$ cat config.mk
export PLATFORM = sky130hd
export DESIGN_NAME = serclk_divsel
export DESIGN_NICKNAME = d
export VERILOG_FILES = /design/src/rtl/serclk_pkg.sv /design/src/rtl/serclk_rule.sv /design/src/rtl/serclk_prescale.sv /design/src/rtl/serclk_brg.sv /design/src/rtl/serclk_mode_mult.sv /design/src/rtl/serclk_divsel.sv
export SDC_FILE = /design/constraint.sdc
export NUM_CORES = 1
export LEC_CHECK = 0
export BUFFER_PORTS_ARGS = -buffer_cell sky130_fd_sc_hd__clkbuf_2
export CAP_MARGIN = 0
export CORE_ASPECT_RATIO = 0.6
export CORE_MARGIN = 3
export CORE_UTILIZATION = 55
export DETAILED_ROUTE_END_ITERATION = 6
export GPL_TIMING_DRIVEN = 0
export PLACE_DENSITY_LB_ADDON = 0.05
export SLEW_MARGIN = 20
export SYNTH_ARGS = -nofsm -noshare
export SYNTH_HDL_FRONTEND = slang
export SYNTH_SLANG_ARGS = --single-unit
export TNS_END_PERCENT = 30
$ cat constraint.sdc
create_clock -name clk -period 4.08 [get_ports clk]
set_input_delay 0.408 -clock clk [delete_from_list [all_inputs] [get_ports clk]]
set_output_delay 0.408 -clock clk [all_outputs]
set_load 0.01 [all_outputs]
$ cat src/rtl/serclk_pkg.sv
// Shared encodings for the serial clock divider selector.
// Assumes a two-bit source field whose code 3 is reserved.
package serclk_pkg;

    typedef enum logic [1:0] {
        SRC_PIN_A = 2'd0,
        SRC_PIN_B = 2'd1,
        SRC_SYS   = 2'd2,
        SRC_NONE  = 2'd3
    } src_e;

    // Width of the clock mode counter, enough for the x64 multiplier.
    localparam int MODE_CNT_W = 6;

endpackage

$ cat src/rtl/serclk_rule.sv
// Legality rule for a source and divisor pair, and choice of divide path.
// Purely combinational. Assumes DIV_W >= 3 so that the value 4 fits.
module serclk_rule
    import serclk_pkg::*;
#(
    parameter int DIV_W = 8
) (
    input  logic [1:0]       src,
    input  logic [DIV_W-1:0] div,
    output logic             legal,
    output logic             use_brg,
    output logic [1:0]       pre_lim
);
    localparam logic [DIV_W-1:0] DIV_ONE  = 1;
    localparam logic [DIV_W-1:0] DIV_TWO  = 2;
    localparam logic [DIV_W-1:0] DIV_FOUR = 4;

    logic is_one, is_two, is_four, is_even, is_zero, at_least4, above4;

    // Classify the divisor value.
    always_comb begin
        is_one    = (div == DIV_ONE);
        is_two    = (div == DIV_TWO);
        is_four   = (div == DIV_FOUR);
        is_zero   = (div == '0);
        is_even   = ~div[0];
        at_least4 = (div >= DIV_FOUR);
        above4    = (div > DIV_FOUR);
    end

    // Apply the per-source rule and pick the divide path.
    always_comb begin
        case (src_e'(src))
            SRC_PIN_A: begin
                legal   = is_one | (is_even & ~is_zero);
                use_brg = above4;
            end
            SRC_PIN_B: begin
                legal   = is_one | is_two | is_four;
                use_brg = 1'b0;
            end
            SRC_SYS: begin
                legal   = is_even & at_least4;
                use_brg = 1'b1;
            end
            default: begin
                legal   = 1'b0;
                use_brg = 1'b0;
            end
        endcase
    end

    // Terminal count of the direct prescaler: 0, 1 or 3.
    always_comb begin
        if (is_two)       pre_lim = 2'd1;
        else if (is_four) pre_lim = 2'd3;
        else              pre_lim = 2'd0;
    end

endmodule

$ cat src/rtl/serclk_prescale.sv
// Direct prescaler for divide-by-1, 2 or 4. It counts enabled source
// events up to a terminal value latched on load.
// Assumes load and a terminal event never need to keep the old count.
module serclk_prescale (
    input  logic       clk,
    input  logic       rst_n,
    input  logic       en,
    input  logic       load,
    input  logic [1:0] lim_in,
    output logic       last
);
    logic [1:0] cnt_q;
    logic [1:0] lim_q;

    // Terminal event: an enabled source event at the last count.
    assign last = en && (cnt_q == lim_q);

    // Count events; restart at terminal or on load.
    always_ff @(posedge clk) begin
        if (!rst_n) begin
            cnt_q <= 2'd0;
            lim_q <= 2'd0;
        end else if (load) begin
            cnt_q <= 2'd0;
            lim_q <= lim_in;
        end else if (en) begin
            cnt_q <= last ? 2'd0 : cnt_q + 2'd1;
        end
    end

    AST_PRE_LIM_VALID: assert property (@(posedge clk) disable iff (!rst_n)
        lim_q != 2'd2);

    AST_PRE_CNT_RANGE: assert property (@(posedge clk) disable iff (!rst_n)
        cnt_q <= lim_q);

endmodule

$ cat src/rtl/serclk_brg.sv
// Down-counting baud rate generator. On load it takes divisor-1 as both
// the count and the reload value. It reports the zero event and reloads there.
// Assumes the loaded divisor is at least 1 (the caller loads only legal pairs).
module serclk_brg #(
    parameter int DIV_W = 8
) (
    input  logic             clk,
    input  logic             rst_n,
    input  logic             en,
    input  logic             load,
    input  logic [DIV_W-1:0] div_in,
    output logic             last
);
    localparam logic [DIV_W-1:0] DIV_ONE = 1;

    logic [DIV_W-1:0] cnt_q;
    logic [DIV_W-1:0] lim_q;

    // Zero event: an enabled source event with the count at zero.
    assign last = en && (cnt_q == '0);

    // Count down; reload from the held value at zero or from the input on load.
    always_ff @(posedge clk) begin
        if (!rst_n) begin
            cnt_q <= '0;
            lim_q <= '0;
        end else if (load) begin
            cnt_q <= div_in - DIV_ONE;
            lim_q <= div_in - DIV_ONE;
        end else if (en) begin
            cnt_q <= last ? lim_q : cnt_q - DIV_ONE;
        end
    end

    AST_BRG_CNT_RANGE: assert property (@(posedge clk) disable iff (!rst_n)
        cnt_q <= lim_q);

endmodule

$ cat src/rtl/serclk_mode_mult.sv
// Clock mode multiplier: counts rate ticks and marks every 1st, 16th,
// 32nd or 64th one as a bit-sample tick. A new mode is taken at a bit boundary.
// Assumes hold is high while the block has no legal active setting.
module serclk_mode_mult
    import serclk_pkg::*;
(
    input  logic       clk,
    input  logic       rst_n,
    input  logic       en,
    input  logic       hold,
    input  logic [1:0] mode_in,
    output logic       last
);
    logic [MODE_CNT_W-1:0] cnt_q;
    logic [MODE_CNT_W-1:0] lim_q;
    logic [MODE_CNT_W-1:0] lim_req;

    // Map the mode code to its terminal count.
    always_comb begin
        case (mode_in)
            2'd0:    lim_req = MODE_CNT_W'(0);
            2'd1:    lim_req = MODE_CNT_W'(15);
            2'd2:    lim_req = MODE_CNT_W'(31);
            default: lim_req = MODE_CNT_W'(63);
        endcase
    end

    // Bit boundary: a rate tick at the last count.
    assign last = en && !hold && (cnt_q == lim_q);

    // Count rate ticks; restart and take the mode at a boundary or while held.
    always_ff @(posedge clk) begin
        if (!rst_n) begin
            cnt_q <= '0;
            lim_q <= '0;
        end else if (hold || last) begin
            cnt_q <= '0;
            lim_q <= lim_req;
        end else if (en) begin
            cnt_q <= cnt_q + MODE_CNT_W'(1);
        end
    end

    AST_MULT_CNT_RANGE: assert property (@(posedge clk) disable iff (!rst_n)
        cnt_q <= lim_q);

endmodule

$ cat src/rtl/serclk_divsel.sv
// Serial clock source divider selector for one channel. Picks a source,
// checks the divisor against that source's rule, and divides through the
// direct prescaler or the baud rate generator. It then applies the clock
// mode multiplier. The active setting is captured only at a period end, or
// whenever nothing legal is active.
// Assumes the pin pulse inputs are single-cycle and already synchronous to clk.
module serclk_divsel
    import serclk_pkg::*;
#(
    parameter int DIV_W = 8
) (
    input  logic             clk,
    input  logic             rst_n,
    input  logic             pin_a_pulse,
    input  logic             pin_b_pulse,
    input  logic [1:0]       cfg_src,
    input  logic [DIV_W-1:0] cfg_div,
    input  logic [1:0]       cfg_mode,
    input  logic             zero_irq_en,
    input  logic             zero_clr,
    output logic             rate_tick,
    output logic             bit_tick,
    output logic             cfg_err,
    output logic             zero_stat,
    output logic             irq
);
    logic       req_legal, req_brg;
    logic [1:0] req_pre_lim;

    logic       act_valid_q;
    src_e       act_src_q;
    logic       act_brg_q;

    logic       src_event;
    logic       pre_en, brg_en, pre_last, brg_last;
    logic       period_end, reload, load_pre, load_brg;
    logic       mult_last;

    logic       rate_q, bit_q, err_q, zero_q;

    serclk_rule #(.DIV_W(DIV_W)) u_rule (
        .src     (cfg_src),
        .div     (cfg_div),
        .legal   (req_legal),
        .use_brg (req_brg),
        .pre_lim (req_pre_lim)
    );

    // Route the selected source's events.
    always_comb begin
        case (act_src_q)
            SRC_PIN_A: src_event = pin_a_pulse;
            SRC_PIN_B: src_event = pin_b_pulse;
            SRC_SYS:   src_event = 1'b1;
            default:   src_event = 1'b0;
        endcase
    end

    // Steer events to the active path and decide when to reload.
    always_comb begin
        pre_en     = act_valid_q && !act_brg_q && src_event;
        brg_en     = act_valid_q &&  act_brg_q && src_event;
        period_end = act_brg_q ? brg_last : pre_last;
        reload     = period_end || !act_valid_q;
        load_pre   = reload && req_legal && !req_brg;
        load_brg   = reload && req_legal &&  req_brg;
    end

    serclk_prescale u_pre (
        .clk    (clk),
        .rst_n  (rst_n),
        .en     (pre_en),
        .load   (load_pre),
        .lim_in (req_pre_lim),
        .last   (pre_last)
    );

    serclk_brg #(.DIV_W(DIV_W)) u_brg (
        .clk    (clk),
        .rst_n  (rst_n),
        .en     (brg_en),
        .load   (load_brg),
        .div_in (cfg_div),
        .last   (brg_last)
    );

    serclk_mode_mult u_mult (
        .clk     (clk),
        .rst_n   (rst_n),
        .en      (period_end),
        .hold    (!act_valid_q),
        .mode_in (cfg_mode),
        .last    (mult_last)
    );

    // Capture the requested setting at a period end or while idle.
    always_ff @(posedge clk) begin
        if (!rst_n) begin
            act_valid_q <= 1'b0;
            act_src_q   <= SRC_NONE;
            act_brg_q   <= 1'b0;
        end else if (reload) begin
            act_valid_q <= req_legal;
            act_src_q   <= src_e'(cfg_src);
            act_brg_q   <= req_brg;
        end
    end

    // Register the tick outputs and the error flag.
    always_ff @(posedge clk) begin
        if (!rst_n) begin
            rate_q <= 1'b0;
            bit_q  <= 1'b0;
            err_q  <= 1'b0;
        end else begin
            rate_q <= period_end;
            bit_q  <= mult_last;
            err_q  <= !req_legal;
        end
    end

    // Sticky zero status: set by a generator zero, else cleared on request.
    always_ff @(posedge clk) begin
        if (!rst_n)        zero_q <= 1'b0;
        else if (brg_last) zero_q <= 1'b1;
        else if (zero_clr) zero_q <= 1'b0;
    end

    assign rate_tick = rate_q;
    assign bit_tick  = bit_q;
    assign cfg_err   = err_q;
    assign zero_stat = zero_q;
    assign irq       = zero_q && zero_irq_en;

    AST_BIT_WITH_RATE: assert property (@(posedge clk) disable iff (!rst_n)
        bit_tick |-> rate_tick);

    AST_ONE_PATH: assert property (@(posedge clk) disable iff (!rst_n)
        !(pre_last && brg_last));

    AST_ZERO_FROM_BRG: assert property (@(posedge clk) disable iff (!rst_n)
        (zero_stat && !$past(zero_stat)) |-> $past(brg_last));

endmodule

==> results of run 1 <==
-- placed cells by master (no fill, tap or decap), drive strengths merged, types with 2 or more instances in the layout --
cell and count:
nand3 11, nor2 17, o21a 6, mux2i 9, a32oi 2, a311o 2, o22ai 15, xnor2 5
nor3 7, nor4 4, or4 3, dfxtp 37, a211oi 2, clkbuf 32, and3 4, xor2 6
nand4 2, o21ai 14, and2 4, ha 7, a21oi 12, or3 5, o2bb2ai 3, nand2 18
inv 15, nand2b 2, buf 5, a311oi 2
-- tightest hold or removal path: stages --
cell and delay [ps]:
clkbuf_2 90, nand2_1 50, mux2i_1 50
-- power by group --
part           total, mW  switching (mW)  internal, mW  leakage, nW
clock network      0.244           0.123         0.121       0.0385
logic              0.147          0.0859        0.0615        0.576
registers          0.387          0.0118         0.375        0.301
total              0.779           0.221         0.558        0.915
-- Yosys cell counts (7+ instances only) --
| master | number | area (um2) |
|---|---|---|
| inv_1 | 15 | 56.3 |
| dfxtp_1 | 37 | 741 |
| nand2_1 | 18 | 67.6 |
| a21oi_1 | 12 | 60.1 |
| ha_1 | 7 | 87.6 |
| mux2i_1 | 9 | 90.1 |
| nor3_1 | 7 | 35.0 |
| o21ai_0 | 13 | 65.1 |
| nor2_1 | 17 | 63.8 |
| nand3_1 | 10 | 50.1 |
| o22ai_1 | 12 | 75.1 |
-- logic make-up after synthesis --
family	count (synthesis)	share of synthesized area
AOI/OAI and AO/OA	70	0.238
xor gates and xnor gates	11	0.0463
adders and majority gates	7	0.0421
buffers and inverters	26	0.0601
DFF	37	0.356
muxes	10	0.0487
and+or+nand+nor	81	0.209
-- metal layers --
metal | wire length (um) | track usage | share of wire
met4 | 37 | 0.0553 | 0.0083
met3 | 405 | 0.0719 | 0.091
met1 | 2380 | 0.340 | 0.54
met5 | 0 | 0 | 0
met2 | 1620 | 0.286 | 0.36
-- flip-flops by register name, indices dropped and copies added (netlist names) --
name and flops:
bit_tick 1, act_brg_q 1, u_pre.lim_q 2, u_brg.lim_q 8
cfg_err 1, u_pre.cnt_q 2, u_brg.cnt_q 8, u_mult.lim_q 3
act_valid_q 1, u_mult.cnt_q 6, zero_stat 1, act_src_q 2
rate_tick 1
-- path summary, 6_finish.rpt --
kind	slack (ps)	depth (start not counted)	end	startpoint
worst max-delay path	1720	8	u_brg.cnt_q[6]	u_brg.cnt_q[0]
worst min-delay path	360	3	u_mult.lim_q[4]	cfg_mode[1]
worst max register to register	1720	8	u_brg.cnt_q[6]	u_brg.cnt_q[0]
worst min register to register	470	2	u_brg.lim_q[7]	u_brg.lim_q[7]
-- per-stage QoR --
step / instances / utilization
floorplan: 242 / -
global placement: 306 / 0.649
detailed placement: 306 / 0.649
CTS: 314 / 0.673
global route: 314 / 0.673
finish: 314 / 0.673
-- cell type report --
class,instances,area [um2],share of cell area
buffer,11,68.8,0.0297
clock buffer,7,76.3,0.0329
clock inverter,1,7.51,0.00324
inverter,15,56.3,0.0243
multi-input combinational,179,1220,0.525
sequential,37,741,0.320
tap,45,56.3,0.0243
timing repair buffer,19,95.1,0.0410
==> out/metrics.yaml, run 1 <==
rsz0062_at_grt: "false"
cts_inserted_buffers: 5
gp_congestion: 0.819
synthCells: 242
syn_area_per_cell_um2: 8.60
vias: 1827
cts_hold_buf: 0
grt_pass1_wl_mm: 7.87
hold_violations: 0
fin_setup_tns_ps: 0
finalCriticalPeriod_ps: 2360
final_nets: 293
die_area_um2: 4580
yosys.cell_types.count: 55
worst_slack_ps: 1720
synth-main-ff-cell: "dfxtp_1"
die_w_um: 85.4
drtIter0Drc: 148
timing.final.crit_share: 0.579
maxSlewHeadroom: 0.555
synth-seq-cells: 37
syn_to_final_growth_pct: 11.3
clk_path_buf_depth: 2
synth_nets: 267
first_pass_iters: 4
status: "finished clean"
n_antenna_cell: 0
maxCapViolations: 0
remaining_drc_errors: 0
cts_setup_buffers: 0
critPathCaptureType: "register"
clk_pin_slew_worst_paths_ps: 70
synth_warnings: 0
max_freq_ghz: 0.423
antenna_found_initial: 0
worstSkewPairLatency_ps: 280
synth-edff-count: 0
cts_max_level: 2
clockRootBuffer: "clkbuf_8"
finalMaxSlewViolations: 0
seq_area_frac_synth: 0.356
netlist_area_um2: 2080
leakagePower_nw: 0.915
dp_hpwl_mm: 3.36
max_stage_delay_ps: 520
ios: 23
power_mw: 0.779
totalWireLength_mm: 4.44
cp_slowest_cell: "a311oi_1"
tightest_slew_ps: 659
crit_type: "register to register"
synth_async_sr_flop_share: 0
hold_path.class: "input pin to register"
vias_per_cell: 5.82
design_area_um2: 2320
fillers: 292
setup_violations: 0
wire_per_inst_um: 14.1
crit_family: "simple AND/OR/NAND/NOR gates"
cp_max_fo: 10
required_ps: 4290
skew_ps: 11.0
crit_chain: "inv_1, ha_1, nor3b_2, nand3_1, a311oi_1, nand3_2, buf_6, o22ai_1"
core_um2: 3440
grt_overflow: 0
ctsResizeCount: 0
hold-worst-slack_ps: 364
start_util: 0.605
drive_above_1_share: 0.156
worst-path-buf-inv: 2
crit_path_start_kind: "register"
grt_usage: 0.221
grt_max_degree: 12
preCtsSetupSlack_ps: 1620
rows: 16
grt_pass1_vias: 1657
ant_nets: 0
clock_sinks: 37
tritoncts: "yes"
chipHeight_um: 53.7
power.density_nw_per_um2: 336
numPortBuffers: 19
arrival_ps: 2570
placed_area_um2: 2230
ir_drop_uv: 203
No activity file was read; power rests on OpenSTA's default activity.
==> inputs of run 2 (changes only) <==
--- a/config.mk
+++ b/config.mk
@@ -9,7 +9,7 @@
 export CAP_MARGIN = 0
 export CORE_ASPECT_RATIO = 0.6
 export CORE_MARGIN = 3
-export CORE_UTILIZATION = 55
+export CORE_UTILIZATION = 52
 export DETAILED_ROUTE_END_ITERATION = 6
 export GPL_TIMING_DRIVEN = 0
 export PLACE_DENSITY_LB_ADDON = 0.05
==> constraint.sdc (replaced) <==
create_clock -name clk -period 1.9 [get_ports clk]
set_input_delay 0.19 -clock clk [delete_from_list [all_inputs] [get_ports clk]]
set_output_delay 0.19 -clock clk [all_outputs]
set_load 0.01 [all_outputs]
==> out/metrics.yaml, run 2 (synthesized netlist as in run 1, its figures left out) <==
max_freq_ghz: 0.520
grt_overflow: 0
fin_setup_tns_ps: -109
leakagePower_nw: 1.04
skew_ps: 12.0
grt_usage: 0.225
clk_pin_slew_worst_paths_ps: 80
layout_common_cells: "dfxtp_1 (33), clkbuf_2 (20), nand2_1 (18)"
layoutNonFillerInstCount: 330
route.met3.wl_um: 360
final_nets: 307
n_antenna_cell: 0
rsz0062_at_grt: "true"
die_area_um2: 4820
critPathCaptureType: "register"
power.density_nw_per_um2: 741
arrival_ps: 2080
start_util: 0.553
setup_violations: 8
met1_length_mm: 2.79
clockRootBuffer: "clkbuf_8"
hold_violations: 0
maxCapViolations: 0
post-route-util: 0.698
power_mw: 1.95
ios: 23
chipHeight_um: 55.0
grt_max_degree: 13
drive_above_1_share: 0.286
antenna_found_initial: 0
drtIter0Drc: 126
maxSlewHeadroom: 0.669
totalWireLength_mm: 5.35
hold_path.class: "input pin to register"
finalCriticalPeriod_ps: 1920
wire_per_inst_um: 16.2
ir_drop_uv: 456
grt_pass1_vias: 1704
cp_max_fo: 5
worstSkewPairLatency_ps: 290
largestRegisters: "u_brg.cnt_q: 8 flops, u_brg.lim_q: 8 flops, u_mult.cnt_q: 6 flops"
rows: 17
remaining_drc_errors: 0
violations: "setup timing"
status: "finished, violations left"
worst_slack_ps: -24.1
highest_layer: "met4"
crit_path_start_kind: "register"
required_ps: 2050
timing.final.crit_share: 1.01
die_w_um: 87.7
dp_hpwl_mm: 3.57
wl_met2_mm: 2.16
placed_area_um2: 2250
cts_max_level: 2
first_pass_iters: 4
placed_cells: 308
tritoncts: "yes"
grt_pass1_wl_mm: 8.24
design_area_um2: 2630
clk_path_buf_depth: 2
crit_type: "register to register"
core_um2: 3760
vias_per_cell: 5.99
gp_congestion: 0.839
fillers: 320
cts_inserted_buffers: 5
ant_nets: 0
clock_sinks: 37
syn_to_final_growth_pct: 26.1
cts_hold_buf: 0
final_common_cell: "dfxtp_1"
tightest_slew_ps: 493
finalMaxSlewViolations: 0
vias: 1976
numPortBuffers: 19
==> run 2: timing repair <==
item	4_1_cts	5_1_grt
pin swaps	5	2
hold endpoints to repair	0	0
gates resized for setup	23	17
gates cloned	1	0
setup endpoints to repair	33	30
setup buffers	9	5
==> run 2: cell type report <==
class                           count  area [um2]  area share
Clock inverter                      2        38.8      0.0148
Clock buffer                        6        72.6      0.0276
Multi-Input combinational cell    179        1360       0.517
Timing Repair Buffer               34         219      0.0834
Buffer                             10        71.3      0.0272
Tap cell                           47        58.8      0.0224
Inverter                           15        58.8      0.0224
Sequential cell                    37         748       0.285
==> run 2: report_power, final <==
group          switching [mW]  internal (mW)  total (mW)
Combinational           0.232          0.201       0.432
Clock                   0.281          0.394       0.675
Sequential             0.0332          0.806       0.839
==> run 2: stage by stage <==
| step | hold WS (ps) | worst slack [ps] |
|---|---|---|
| floorplan | 318 | -19.2 |
| global placement | 450 | -389 |
| detailed placement | 451 | -362 |
| CTS | 142 | -8.91 |
| global route | 150 | -94.4 |
| finish | 149 | -24.1 |
==> run 2: critical path: stages (launching register included) <==
cell and delay, ps:
dfxtp_4 360, inv_4 60, ha_4 120, nor3b_4 180, buf_6 150, nand3_4 100, a311o_1 400, o21ai_4 200
buf_6 160, o22ai_2 70
==> run 2: layer usage <==
metal,GRT usage,vias up
met4,0.0561,0
met1,0.340,943
li1,-,962
met3,0.0592,4
met2,0.309,67
met5,0,-
==> run 2: worst paths after layout <==
check                  from              end  slack, ps  depth (start not counted)
max          u_brg.cnt_q[0]   u_brg.lim_q[6]        -20                          9
min             cfg_mode[1]  u_mult.lim_q[4]        150                          3
max reg2reg  u_brg.cnt_q[0]   u_brg.lim_q[6]        -20                          9
min reg2reg  u_pre.lim_q[1]   u_pre.lim_q[1]        470                          2
